==> config.mk <==
export PLATFORM = sky130hd
export DESIGN_NAME = rx_eod_irq
export DESIGN_NICKNAME = d
export VERILOG_FILES = /design/src/rtl/rx_irq_pkg.sv /design/src/rtl/rx_idle_timer.sv /design/src/rtl/rx_err_decode.sv /design/src/rtl/rx_irq_prio.sv /design/src/rtl/rx_eod_irq.sv
export SDC_FILE = /design/constraint.sdc
export NUM_CORES = 1
export LEC_CHECK = 0
export ABC_AREA = 1
export BUFFER_PORTS_ARGS = -buffer_cell sky130_fd_sc_hd__buf_2
export CORE_MARGIN = 1.5
export CORE_UTILIZATION = 49
export CTS_CLUSTER_DIAMETER = 120
export DETAILED_ROUTE_END_ITERATION = 10
export GPL_TIMING_DRIVEN = 0
export PLACE_DENSITY = 0.85
export REMOVE_ABC_BUFFERS = 1
export SLEW_MARGIN = 20
export SYNTH_ARGS = -nofsm -noshare
export SYNTH_HDL_FRONTEND = slang
export SYNTH_SLANG_ARGS = --single-unit
==> constraint.sdc <==
create_clock -name clk -period 3.9 [get_ports clk]
set_clock_uncertainty 0.15 [all_clocks]
set_input_delay 0.39 -clock clk [delete_from_list [all_inputs] [get_ports clk]]
set_output_delay 0.39 -clock clk [all_outputs]
set_load 0.1 [all_outputs]
==> src/rtl/rx_irq_pkg.sv <==
package rx_irq_pkg;

  localparam int NUM_CAUSES = 6;

  localparam logic [2:0] CODE_MODEM = 3'd0;
  localparam logic [2:0] CODE_TX    = 3'd1;
  localparam logic [2:0] CODE_DATA  = 3'd2;
  localparam logic [2:0] CODE_LINE  = 3'd3;
  localparam logic [2:0] CODE_EOD   = 3'd4;
  localparam logic [2:0] CODE_TMO   = 3'd6;

  // Bits on the wire for one character, from the line-control value
  function automatic logic [3:0] char_bits(input logic [7:0] lc);
    logic [3:0] n;
    n = 4'd1 + 4'd5 + {2'b00, lc[1:0]};
    n = n + (lc[2] ? 4'd2 : 4'd1);
    n = n + {3'b000, lc[3]};
    return n;
  endfunction

  // Receive trigger level from the two-bit select
  function automatic logic [4:0] trig_level(input logic [1:0] sel);
    case (sel)
      2'd0:    return 5'd1;
      2'd1:    return 5'd4;
      2'd2:    return 5'd8;
      default: return 5'd14;
    endcase
  endfunction

  // Lowest set bit wins: overrun > parity > framing > break
  function automatic logic [3:0] err_pick(input logic [3:0] e);
    return e & (~e + 4'd1);
  endfunction

  // Cause code for each rank, rank 0 highest
  function automatic logic [2:0] cause_of(input int rank);
    case (rank)
      0:       return CODE_LINE;
      1:       return CODE_DATA;
      2:       return CODE_TMO;
      3:       return CODE_EOD;
      4:       return CODE_TX;
      default: return CODE_MODEM;
    endcase
  endfunction

endpackage

==> src/rtl/rx_idle_timer.sv <==
module rx_idle_timer #(
  parameter int IDLE_CHARS = 4
) (
  input  logic       clk,
  input  logic       rst_n,
  input  logic       rx_stb,
  input  logic       bit_tick,
  input  logic [3:0] nbits,
  output logic       idle_hit
);
  localparam int CW = $clog2(IDLE_CHARS + 1);
  localparam logic [CW-1:0] LAST_CHR = CW'(IDLE_CHARS - 1);
  localparam logic [CW-1:0] SAT_CHR  = CW'(IDLE_CHARS);

  logic [3:0]    bit_cnt;
  logic [CW-1:0] chr_cnt;
  logic          char_done;

  assign char_done = bit_tick && (bit_cnt >= nbits - 4'd1);
  assign idle_hit  = char_done && (chr_cnt == LAST_CHR) && !rx_stb;

  always_ff @(posedge clk or negedge rst_n) begin
    if (!rst_n) begin
      bit_cnt <= '0;
      chr_cnt <= '0;
    end else if (rx_stb) begin
      bit_cnt <= '0;
      chr_cnt <= '0;
    end else if (char_done) begin
      bit_cnt <= '0;
      if (chr_cnt != SAT_CHR) chr_cnt <= chr_cnt + 1'b1;
    end else if (bit_tick) begin
      bit_cnt <= bit_cnt + 4'd1;
    end
  end
endmodule

==> src/rtl/rx_err_decode.sv <==
module rx_err_decode #(
  parameter int LVL_W = 6
) (
  input  logic [LVL_W-1:0] rx_level,
  input  logic [3:0]       lsr_err,
  input  logic             fifo_err,
  output logic [3:0]       err_sel,
  output logic             line_any,
  output logic             rx_flush
);
  import rx_irq_pkg::*;

  assign err_sel  = err_pick(lsr_err);
  assign line_any = |lsr_err;
  assign rx_flush = err_sel[3] && (rx_level == '0) && fifo_err;
endmodule

==> src/rtl/rx_irq_prio.sv <==
module rx_irq_prio (
  input  logic [rx_irq_pkg::NUM_CAUSES-1:0] req,
  output logic [7:0]                        iir,
  output logic                              irq
);
  import rx_irq_pkg::*;

  always_comb begin
    iir = 8'h01;
    for (int r = NUM_CAUSES - 1; r >= 0; r--) begin
      if (req[r]) iir = {4'b0000, cause_of(r), 1'b0};
    end
  end

  assign irq = |req;
endmodule

==> src/rtl/rx_eod_irq.sv <==
module rx_eod_irq #(
  parameter int LVL_W       = 6,
  parameter int IDLE_CHARS  = 4,
  parameter int ALIGN_BYTES = 4
) (
  input  logic             clk,
  input  logic             rst_n,
  input  logic [LVL_W-1:0] rx_level,
  input  logic             rx_stb,
  input  logic             bit_tick,
  input  logic [3:0]       lsr_err,
  input  logic             fifo_err,
  input  logic [7:0]       ier,
  input  logic [7:0]       fcr,
  input  logic [7:0]       lcr,
  input  logic             tx_req,
  input  logic             modem_req,
  input  logic             iir_rd,
  output logic [7:0]       iir,
  output logic             irq,
  output logic [3:0]       err_sel,
  output logic             rx_flush
);
  import rx_irq_pkg::*;

  localparam int AW = (ALIGN_BYTES > 1) ? $clog2(ALIGN_BYTES) : 1;

  logic [3:0]            nbits;
  logic                  idle_hit;
  logic                  line_any;
  logic                  armed;
  logic                  eod_pend;
  logic                  to_pend;
  logic                  residue;
  logic                  eod_rd_clr;
  logic [LVL_W-1:0]      trig;
  logic [NUM_CAUSES-1:0] req;
  logic                  unused_bits;

  assign unused_bits = ^{fcr[5:0], lcr[7:4], ier[7:6]};

  assign nbits   = char_bits(lcr);
  assign trig    = LVL_W'(trig_level(fcr[7:6]));
  assign residue = (rx_level[AW-1:0] != '0);

  rx_idle_timer #(.IDLE_CHARS(IDLE_CHARS)) u_timer (
    .clk      (clk),
    .rst_n    (rst_n),
    .rx_stb   (rx_stb),
    .bit_tick (bit_tick),
    .nbits    (nbits),
    .idle_hit (idle_hit)
  );

  rx_err_decode #(.LVL_W(LVL_W)) u_err (
    .rx_level (rx_level),
    .lsr_err  (lsr_err),
    .fifo_err (fifo_err),
    .err_sel  (err_sel),
    .line_any (line_any),
    .rx_flush (rx_flush)
  );

  assign eod_rd_clr = iir_rd && !iir[0] && (iir[3:1] == CODE_EOD);

  always_ff @(posedge clk or negedge rst_n) begin
    if (!rst_n) begin
      armed    <= 1'b0;
      eod_pend <= 1'b0;
      to_pend  <= 1'b0;
    end else if (rx_stb) begin
      armed    <= 1'b1;
      eod_pend <= 1'b0;
      to_pend  <= 1'b0;
    end else begin
      if (idle_hit) begin
        armed    <= 1'b0;
        eod_pend <= armed;
        to_pend  <= residue;
      end
      if (eod_rd_clr) eod_pend <= 1'b0;
      if (rx_level == '0) to_pend <= 1'b0;
    end
  end

  // rank 0 highest
  assign req[0] = ier[2] && line_any;
  assign req[1] = ier[0] && (rx_level >= trig);
  assign req[2] = ier[4] && to_pend;
  assign req[3] = ier[5] && eod_pend;
  assign req[4] = ier[1] && tx_req;
  assign req[5] = ier[3] && modem_req;

  rx_irq_prio u_prio (
    .req (req),
    .iir (iir),
    .irq (irq)
  );
endmodule

==> flow_metrics.py, run 1 <==
metrics = {
    "outcome": {
        "outcome": "complete, no violations",
    },
    "worst_setup_path": {
        "start_kind": "input port",
        "worst_setup_path_end_kind": "flip-flop",
        "max_stage_delay_ns": 0.39,
        "critPathRequiredTime_ns": 3.91,
        "cp_slowest_cell": "fa_1",
        "cpLargestDelayFamily": "adder cells",
        "crit_type": "input port to flip-flop",
        "path_buf_inv": 3,
        "cp_data_arrival_time_ns": 2.47,
        "cp_max_fo": 4,
        "crit_chain": "buf_2 -> ha_1 -> inv_1 -> ha_1 -> fa_1 -> xor2_1 -> ha_1 -> nand2_1 -> inv_2 -> nand3_2 -> nand3_2 -> nand3_2 -> xor2_1 -> nor2_1",
    },
    "global_route": {
        "grt_antenna_before_repair": 0,
        "grt_pass1_vias": 1001,
        "grt_max_degree": 11,
        "grt_pass1_wl_um": 3788,
        "grt.overflow.total": 0,
        "grt_usage": 0.1959,
    },
    "finish": {
        "drive_gt1_frac": 0.2910,
        "antennaDiodeCount": 0,
        "syn2layout_area_growth_pct": 22.85,
        "finish.net_count": 249,
        "stdcell_area_mm2": 0.001339,
    },
    "yosys": {
        "synth_area_per_cell_um2": 7.414,
        "yosysTopAreaCellShare": 0.2296,
        "ys_async_sr_fraction": 1.000,
        "yosys_warnings": 0,
        "yosys_most_used_dff": "dfrtp_1",
        "postSynthCellCount": 147,
        "netlist_area_mm2": 0.001090,
        "synthDistinctLibCells": 29,
        "synth-seq-cells": 10,
        "synth_area_leaders": "dfrtp_1 (23%), ha_1 (17%), inv_1 (12%)",
        "synth_common_cells": "inv_1 (35), nand2_1 (29), ha_1 (15), nor2_1 (15), dfrtp_1 (10)",
        "synth.most_common_cell": "inv_1",
        "synth_top_cell_by_area": "dfrtp_1",
        "synth-edff-count": 0,
        "yosysSeqAreaShare": 0.2296,
    },
    "placement": {
        "dp_hpwl_um": 1847,
        "dpl_worst_slack_ns": 1.143,
        "dpl_cell_area_mm2": 0.001292,
        "port_buffers": 39,
        "finalWeightedCongestion": 0.8065,
    },
    "timing": {
        "rsz0062_at_grt": "false",
        "finalCritPeriodShare": 0.6316,
        "max_freq_ghz": 0.4060,
        "finalHoldViolations": 0,
        "fin_crit_ns": 2.463,
        "final-max-slew-violation-count": 0,
        "setup_ws_ns": 1.437,
        "setup_viol_count_final": 0,
        "fin_setup_tns_ns": 0,
    },
    "power": {
        "power_density_mw_per_mm2": 309.7,
        "vdd_ir_drop_max_mv": 0.3078,
        "leakagePower_nw": 0.8209,
    },
    "routing": {
        "first_pass_iters": 4,
        "wl_per_cell_um": 9.699,
        "route.antenna.remaining_nets": 0,
        "vias": 1006,
        "drc": 0,
        "drt_iter0_markers": 13,
        "routed_wl_um": 2095,
        "drt-vias-per-instance": 4.657,
    },
    "die": {
        "die_y_um": 50.16,
        "rows": 16,
        "start_util": 0.5390,
        "die_w_um": 50.16,
        "core_mm2": 0.002022,
        "die_area_mm2": 0.002516,
        "io_pins": 56,
    },
    "clock_network": {
        "cts_sinks": 10,
        "clk_path_buf_depth": 2,
        "cts_hold_buf": 1,
        "h-tree-depth": 1,
        "cts_tree": "done",
        "post_cts_buffers": 0,
        "cts_made_buffers": 3,
        "clkLatencyLatePin_ns": 0.27,
        "clk_pin_slew_worst_paths_ns": 0.06,
        "cts_resized": 0,
        "cts_root_buf": "clkbuf_4",
    },
    "run": {
        "drv_cap": 0,
    },
    "hold_path": {
        "min_path_type": "input port to flip-flop",
    },
}
## metal layers
metal	part of all wire	GRT usage
met1	0.40	0.1973
met4	0.0091	0.04167
met2	0.53	0.3772
met3	0.066	0.07143
met5	0	0
## layout make-up
| cell class | count | area (um2) |
|---|---|---|
| multi-input cells | 98 | 674.4 |
| flip-flops and latches | 10 | 250.2 |
| clock buffers | 4 | 36.28 |
| inverters | 37 | 138.9 |
| fillers | 181 | 683.2 |
| well taps | 27 | 33.78 |
| repair buffers | 40 | 205.2 |
## through the flow
stage / hold slack (ns) / cells / utilization / total power, mW
2_1_floorplan: -0.05559 / 145 / - / 0.2723
3_3_place_gp: 0.1081 / 211 / 0.6392 / 0.3119
3_5_place_dp: 0.1040 / 211 / 0.6392 / 0.3230
4_1_cts: 0.1804 / 216 / 0.6621 / 0.4194
5_1_grt: 0.1750 / 216 / 0.6621 / 0.4500
6_report: 0.1830 / 216 / 0.6621 / 0.4146
## flip-flops by register name, summed over array words and instances (netlist names)
signal and cells:
armed 1, eod_pend 1, to_pend 1, u_timer.bit_cnt 4, u_timer.chr_cnt 3
## where the power goes
group | switching (mW) | internal (mW)
Combinational | 0.130 | 0.0641
Clock | 0.0377 | 0.0568
Sequential | 0.0115 | 0.115
## worst paths after layout
path,slack [ns],depth (start not counted),to,start
max in group asynchronous,3.06,2,armed,rst_n
hold / removal,0.18,2,u_timer.chr_cnt[0],rx_stb
hold reg to reg,0.38,2,to_pend,to_pend
min in group asynchronous,0.34,2,u_timer.chr_cnt[2],rst_n
setup reg to reg,2.15,6,u_timer.chr_cnt[0],u_timer.bit_cnt[3]
setup / recovery,1.44,14,u_timer.chr_cnt[0],lcr[2]
## worst register-to-register path, delay by kind of cell, from the launching register on
family	cells	cell delay, ns
DFF	1	0.41
adders and majority gates	1	0.33
and+or+nand+nor	3	0.32
AOI/OAI and AO/OA	1	0.24
xor gates and xnor gates	1	0.18
## cells in the final DEF, fill, tap and decap left out, types with 3 or more instances in the layout
cell / n
inv_1: 35
nand2_1: 29
clkbuf_4: 3
buf_2: 39
ha_1: 15
nand3_2: 4
conb_1: 4
nand3_1: 5
nor2_1: 15
xor2_1: 3
dfrtp_1: 10
o22ai_1: 3
## cell families after synthesis
family,Yosys count,synth area share
and+or+nand+nor,62,0.2870
buffers and inverters,42,0.1619
adders and majority gates,17,0.2090
AOI/OAI and AO/OA,10,0.06774
DFF,10,0.2296
xor gates and xnor gates,4,0.03215
other,1,0.003441
muxes,1,0.009185
No activity file was read; power rests on OpenSTA's default activity.
==> run 2: changes to the inputs <==
--- a/config.mk
+++ b/config.mk
@@ -8,11 +8,11 @@
 export ABC_AREA = 1
 export BUFFER_PORTS_ARGS = -buffer_cell sky130_fd_sc_hd__buf_2
 export CORE_MARGIN = 1.5
-export CORE_UTILIZATION = 49
+export CORE_UTILIZATION = 41
 export CTS_CLUSTER_DIAMETER = 120
 export DETAILED_ROUTE_END_ITERATION = 10
 export GPL_TIMING_DRIVEN = 0
-export PLACE_DENSITY = 0.85
+export PLACE_DENSITY = 0.76
 export REMOVE_ABC_BUFFERS = 1
 export SLEW_MARGIN = 20
 export SYNTH_ARGS = -nofsm -noshare
==> constraint.sdc (replaced) <==
create_clock -name clk -period 2.05 [get_ports clk]
set_clock_uncertainty 0.15 [all_clocks]
set_input_delay 0.205 -clock clk [delete_from_list [all_inputs] [get_ports clk]]
set_output_delay 0.205 -clock clk [all_outputs]
set_load 0.1 [all_outputs]
==> flow_metrics.py, run 2 (synthesis gave the netlist of run 1 again) <==
metrics = {
    "outcome": {
        "outcome": "finished, violations left",
        "failed_checks": "setup timing",
    },
    "die": {
        "core_mm2": 0.002500,
        "rows": 18,
        "die_y_um": 54.56,
        "io_pins": 56,
        "start_util": 0.4359,
        "die_w_um": 54.56,
        "die_area_mm2": 0.002976,
    },
    "clock_network": {
        "h-tree-depth": 1,
        "cts_tree": "done",
        "clk_path_buf_depth": 2,
        "cts_made_buffers": 3,
        "clkLatencyLatePin_ns": 0.26,
        "cts_sinks": 10,
        "clk_pin_slew_worst_paths_ns": 0.07,
        "cts_root_buf": "clkbuf_4",
    },
    "routing": {
        "drt-vias-per-instance": 4.683,
        "drc": 0,
        "routed_wl_um": 2264,
        "drt_iter0_markers": 8,
        "vias": 1035,
        "wl_per_cell_um": 10.24,
        "route.antenna.remaining_nets": 0,
        "first_pass_iters": 3,
    },
    "finish": {
        "final_common_cell": "buf_2",
        "antennaDiodeCount": 0,
        "syn2layout_area_growth_pct": 41.10,
        "stdcell_area_mm2": 0.001538,
        "final_cell_mix": "buf_2 (31), inv_1 (30), nand2_1 (26), nor2_1 (13), ha_1 (11)",
        "drive_gt1_frac": 0.4031,
        "finish.net_count": 251,
        "largest_reg_flops": 4,
        "top_register": "u_timer.bit_cnt",
        "reg.largest.list": "u_timer.bit_cnt x4, u_timer.chr_cnt x3",
    },
    "worst_setup_path": {
        "cpLargestDelayFamily": "adder cells",
        "start_kind": "input port",
        "cp_max_fo": 4,
        "crit_type": "input port to flip-flop",
        "worst_setup_path_end_kind": "flip-flop",
        "max_stage_delay_ns": 0.33,
        "cp_data_arrival_time_ns": 2.18,
        "critPathRequiredTime_ns": 2.05,
        "cp_slowest_cell": "fa_2",
        "path_buf_inv": 2,
        "crit_chain": "buf_8 -> ha_4 -> inv_4 -> ha_4 -> fa_2 -> xor2_1 -> ha_1 -> a21oi_1 -> nand3_4 -> nand3_4 -> xor2_1 -> nor2_1",
    },
    "hold_path": {
        "min_path_type": "input port to flip-flop",
    },
    "timing": {
        "finalCritPeriodShare": 1.063,
        "max_freq_ghz": 0.4591,
        "whs_ns": 0.01698,
        "final-max-slew-violation-count": 0,
        "fin_crit_ns": 2.178,
        "finalHoldViolations": 0,
        "rsz0062_at_grt": "true",
        "setup_ws_ns": -0.1283,
        "setup_viol_count_final": 10,
    },
    "placement": {
        "dp_hpwl_um": 1767,
        "finalWeightedCongestion": 0.7138,
        "dpl_worst_slack_ns": -0.5399,
        "port_buffers": 39,
        "dpl_cell_area_mm2": 0.001296,
    },
    "global_route": {
        "grt_usage": 0.1686,
        "grt_pass1_wl_um": 3574,
        "grt_pass1_vias": 988,
        "grt.overflow.total": 0,
        "grt_antenna_before_repair": 0,
        "grt_max_degree": 11,
    },
    "power": {
        "vdd_ir_drop_max_mv": 0.3547,
        "leakagePower_nw": 0.8490,
        "power_uw": 876.3,
        "power_density_mw_per_mm2": 569.9,
    },
    "run": {
        "drv_cap": 0,
    },
}
run 2: changes by cell type in the layout (fill, tap and decap cells not counted), sizes merged:
cell / before / now
clkbuf: 4 / 6
run 2: cell type report:
cell class                      count  area (um2)
Timing Repair Buffer               42       275.3
Fill cell                         235       962.2
Tap cell                           30       37.54
Sequential cell                    10       250.2
Multi-Input combinational cell     98       794.5
Inverter                           37       143.9
Clock buffer                        4       36.28
run 2: repair_timing:
action | CTS | global route
endpoints found under the hold margin | 10 | 0
pin swaps | 12 | 15
endpoints found under the setup margin | 11 | 15
gates resized for setup | 23 | 23
hold buffers | 1 | 0
setup buffers | 0 | 2
run 2: through the flow:
stage | TNS [ns] | instances | utilization
4_1_cts | -0.9645 | 219 | 0.5771
3_3_place_gp | -4.462 | 214 | 0.5185
3_5_place_dp | -5.148 | 214 | 0.5185
6_report | -0.7871 | 221 | 0.6151
2_1_floorplan | -5.174 | 145 | -
5_1_grt | -1.683 | 221 | 0.6151
run 2: path summary, 6_finish.rpt:
check                                   start                  to  slack (ns)  cells after the start
min in group asynchronous               rst_n  u_timer.chr_cnt[1]        0.17                      2
hold reg to reg                       to_pend             to_pend        0.39                      2
setup reg to reg           u_timer.bit_cnt[3]  u_timer.chr_cnt[0]        0.30                      6
max in group asynchronous               rst_n  u_timer.bit_cnt[3]        1.39                      2
hold / removal                         rx_stb  u_timer.chr_cnt[0]        0.02                      2
setup / recovery                       lcr[2]  u_timer.chr_cnt[0]       -0.13                     12
run 2: layer usage:
layer	track usage	up-vias	wire length, um
li1	-	532	-
met1	0.1622	459	883
met2	0.3454	42	1216
met3	0.01366	2	136
met4	0.08750	0	27
met5	0	-	0
run 2: where the power goes:
group | switching [mW] | total (mW) | internal (mW)
sequential | 0.0255 | 0.243 | 0.218
clock | 0.0680 | 0.176 | 0.108
combinational | 0.284 | 0.457 | 0.173
==> run 3: changes to the inputs <==
--- a/config.mk
+++ b/config.mk
@@ -13,7 +13,6 @@
 export DETAILED_ROUTE_END_ITERATION = 10
 export GPL_TIMING_DRIVEN = 0
 export PLACE_DENSITY = 0.76
-export REMOVE_ABC_BUFFERS = 1
 export SLEW_MARGIN = 20
 export SYNTH_ARGS = -nofsm -noshare
 export SYNTH_HDL_FRONTEND = slang
==> flow_metrics.py, run 3 (synthesis gave the netlist of run 1 again) <==
metrics = {
    "placement": {
        "dp_hpwl_um": 1907,
        "port_buffers": 39,
        "finalWeightedCongestion": 0.6920,
        "dpl_cell_area_mm2": 0.001426,
    },
    "worst_setup_path": {
        "cp_data_arrival_time_ns": 2.21,
        "critPathRequiredTime_ns": 2.09,
        "worst_setup_path_end_kind": "flip-flop",
        "start_kind": "input port",
        "crit_type": "input port to flip-flop",
        "rr_worst_depth": 6,
        "cp_max_fo": 4,
    },
    "finish": {
        "largest_reg_flops": 4,
        "antennaDiodeCount": 0,
        "finish.net_count": 255,
        "stdcell_area_mm2": 0.001615,
        "top_register": "u_timer.bit_cnt",
        "reg.largest.list": "u_timer.bit_cnt x4, u_timer.chr_cnt x3",
        "drive_gt1_frac": 0.4359,
        "syn2layout_area_growth_pct": 48.22,
        "final_cell_mix": "buf_2 (30), inv_1 (29), nand2_1 (27)",
        "final_common_cell": "buf_2",
    },
    "global_route": {
        "grt_max_degree": 11,
        "grt.overflow.total": 0,
        "grt_antenna_before_repair": 0,
        "grt_pass1_vias": 949,
        "grt_pass1_wl_um": 3705,
        "grt_usage": 0.1722,
    },
    "clock_network": {
        "cts_root_buf": "clkbuf_4",
        "cts_tree": "done",
        "clkLatencyLatePin_ns": 0.27,
        "clk_path_buf_depth": 2,
        "cts_made_buffers": 3,
        "clk_pin_slew_worst_paths_ns": 0.06,
        "cts_sinks": 10,
        "h-tree-depth": 1,
    },
    "power": {
        "leakagePower_nw": 0.8818,
        "swShare": 0.4327,
        "p_sw_uw": 384.6,
        "power_density_mw_per_mm2": 550.2,
        "combPwrFrac": 0.522,
        "p_int_uw": 504.2,
        "clkPwrFrac": 0.204,
        "vdd_ir_drop_max_mv": 0.3571,
        "seqPwrFrac": 0.274,
    },
    "die": {
        "core_mm2": 0.002500,
        "io_pins": 56,
        "start_util": 0.4359,
        "die_w_um": 54.56,
        "rows": 18,
        "die_y_um": 54.56,
        "die_area_mm2": 0.002976,
    },
    "outcome": {
        "failed_checks": "setup timing",
        "outcome": "finished, violations left",
    },
    "hold_path": {
        "min_path_cells": 2,
        "min_path_type": "input port to flip-flop",
    },
    "timing": {
        "rsz0062_at_grt": "true",
        "final-max-slew-violation-count": 0,
        "max_freq_ghz": 0.4610,
        "setup_viol_count_final": 10,
        "setup_ws_ns": -0.1194,
        "finalCritPeriodShare": 1.058,
        "fin_crit_ns": 2.169,
        "fin_setup_tns_ns": -0.6359,
        "finalHoldViolations": 0,
    },
    "routing": {
        "drt_iter0_markers": 4,
        "routed_wl_um": 2297,
        "first_pass_iters": 4,
        "drc": 0,
        "wl_per_cell_um": 10.21,
        "vias": 1032,
        "route.antenna.remaining_nets": 0,
        "drt-vias-per-instance": 4.587,
    },
    "run": {
        "drv_cap": 0,
    },
}
## run 3: cell types whose count changed in the layout (fill, tap and decap cells not counted), moves of 2 or more
cell / change
inv_4: -2
buf_6: -3
buf_4: +5
nor2_2: +2
nor2_1: -3
buf_8: +2
## run 3: path summary, 6_finish.rpt
check / startpoint / to / slack (ns)
setup / recovery: lcr[2] / u_timer.chr_cnt[0] / -0.12
hold / removal: rx_stb / u_timer.chr_cnt[0] / 0.01
setup reg to reg: u_timer.bit_cnt[3] / u_timer.chr_cnt[0] / 0.37
hold reg to reg: to_pend / to_pend / 0.37
max in group asynchronous: rst_n / u_timer.chr_cnt[0] / 1.37
min in group asynchronous: rst_n / u_timer.bit_cnt[3] / 0.17
## run 3: repair_timing
item                                    4_1_cts  5_1_grt
buffers inserted                              0        1
hold endpoints to repair                     10        0
endpoints found under the setup margin       12       15
resized for setup                            19       16
pin swaps                                    16       10
hold buffers                                  1        0
## run 3: power groups by stage
| stage | logic (mW) | registers [mW] | clock network (mW) |
|---|---|---|---|
| floorplan | 0.321 | 0.241 | 0 |
| global placement | 0.394 | 0.246 | 0 |
| detailed placement | 0.409 | 0.248 | 0 |
| CTS | 0.446 | 0.245 | 0.185 |
| global route | 0.505 | 0.248 | 0.195 |
| finish | 0.464 | 0.244 | 0.181 |
## run 3: cell type report
type                       count  area [um2]
inverter                      37       151.4
tap                           30       37.54
timing repair buffer          41       286.5
multi-input combinational     98       815.8
buffer                         5       37.54
fill                         205       884.6
clock buffer                   4       36.28
sequential                    10       250.2
## run 3: worst max-delay path, cell delays in order
cell and delay (ns):
buf_8 0.10, ha_4 0.25, inv_2 0.03, ha_4 0.15, fa_2 0.52, inv_2 0.04, ha_4 0.26, nand2_1 0.06
nand2_1 0.07, nand2_2 0.07, nand3_4 0.09, nand3_4 0.09, xor2_1 0.15, nor2_1 0.11
## run 3: through the flow
| stage | setup slack [ns] | hold WS [ns] | std cells | power [mW] | util |
|---|---|---|---|---|---|
| after floorplan | -0.5087 | -0.2406 | 150 | 0.5620 | - |
| after global placement | -0.4577 | -0.07578 | 219 | 0.6400 | 0.5706 |
| after detailed placement | -0.5146 | -0.06837 | 219 | 0.6568 | 0.5706 |
| after CTS | -0.1074 | 0.01063 | 224 | 0.8760 | 0.6226 |
| after global routing | -0.1972 | 0.02648 | 225 | 0.9474 | 0.6461 |
| final | -0.1194 | 0.01481 | 225 | 0.8888 | 0.6461 |
## run 3: layer usage
metal / share of wire / GRT usage
met3: 0.040 / 0.04098
met2: 0.57 / 0.3594
met1: 0.39 / 0.1694
met5: 0 / 0
met4: 0 / 0.02500
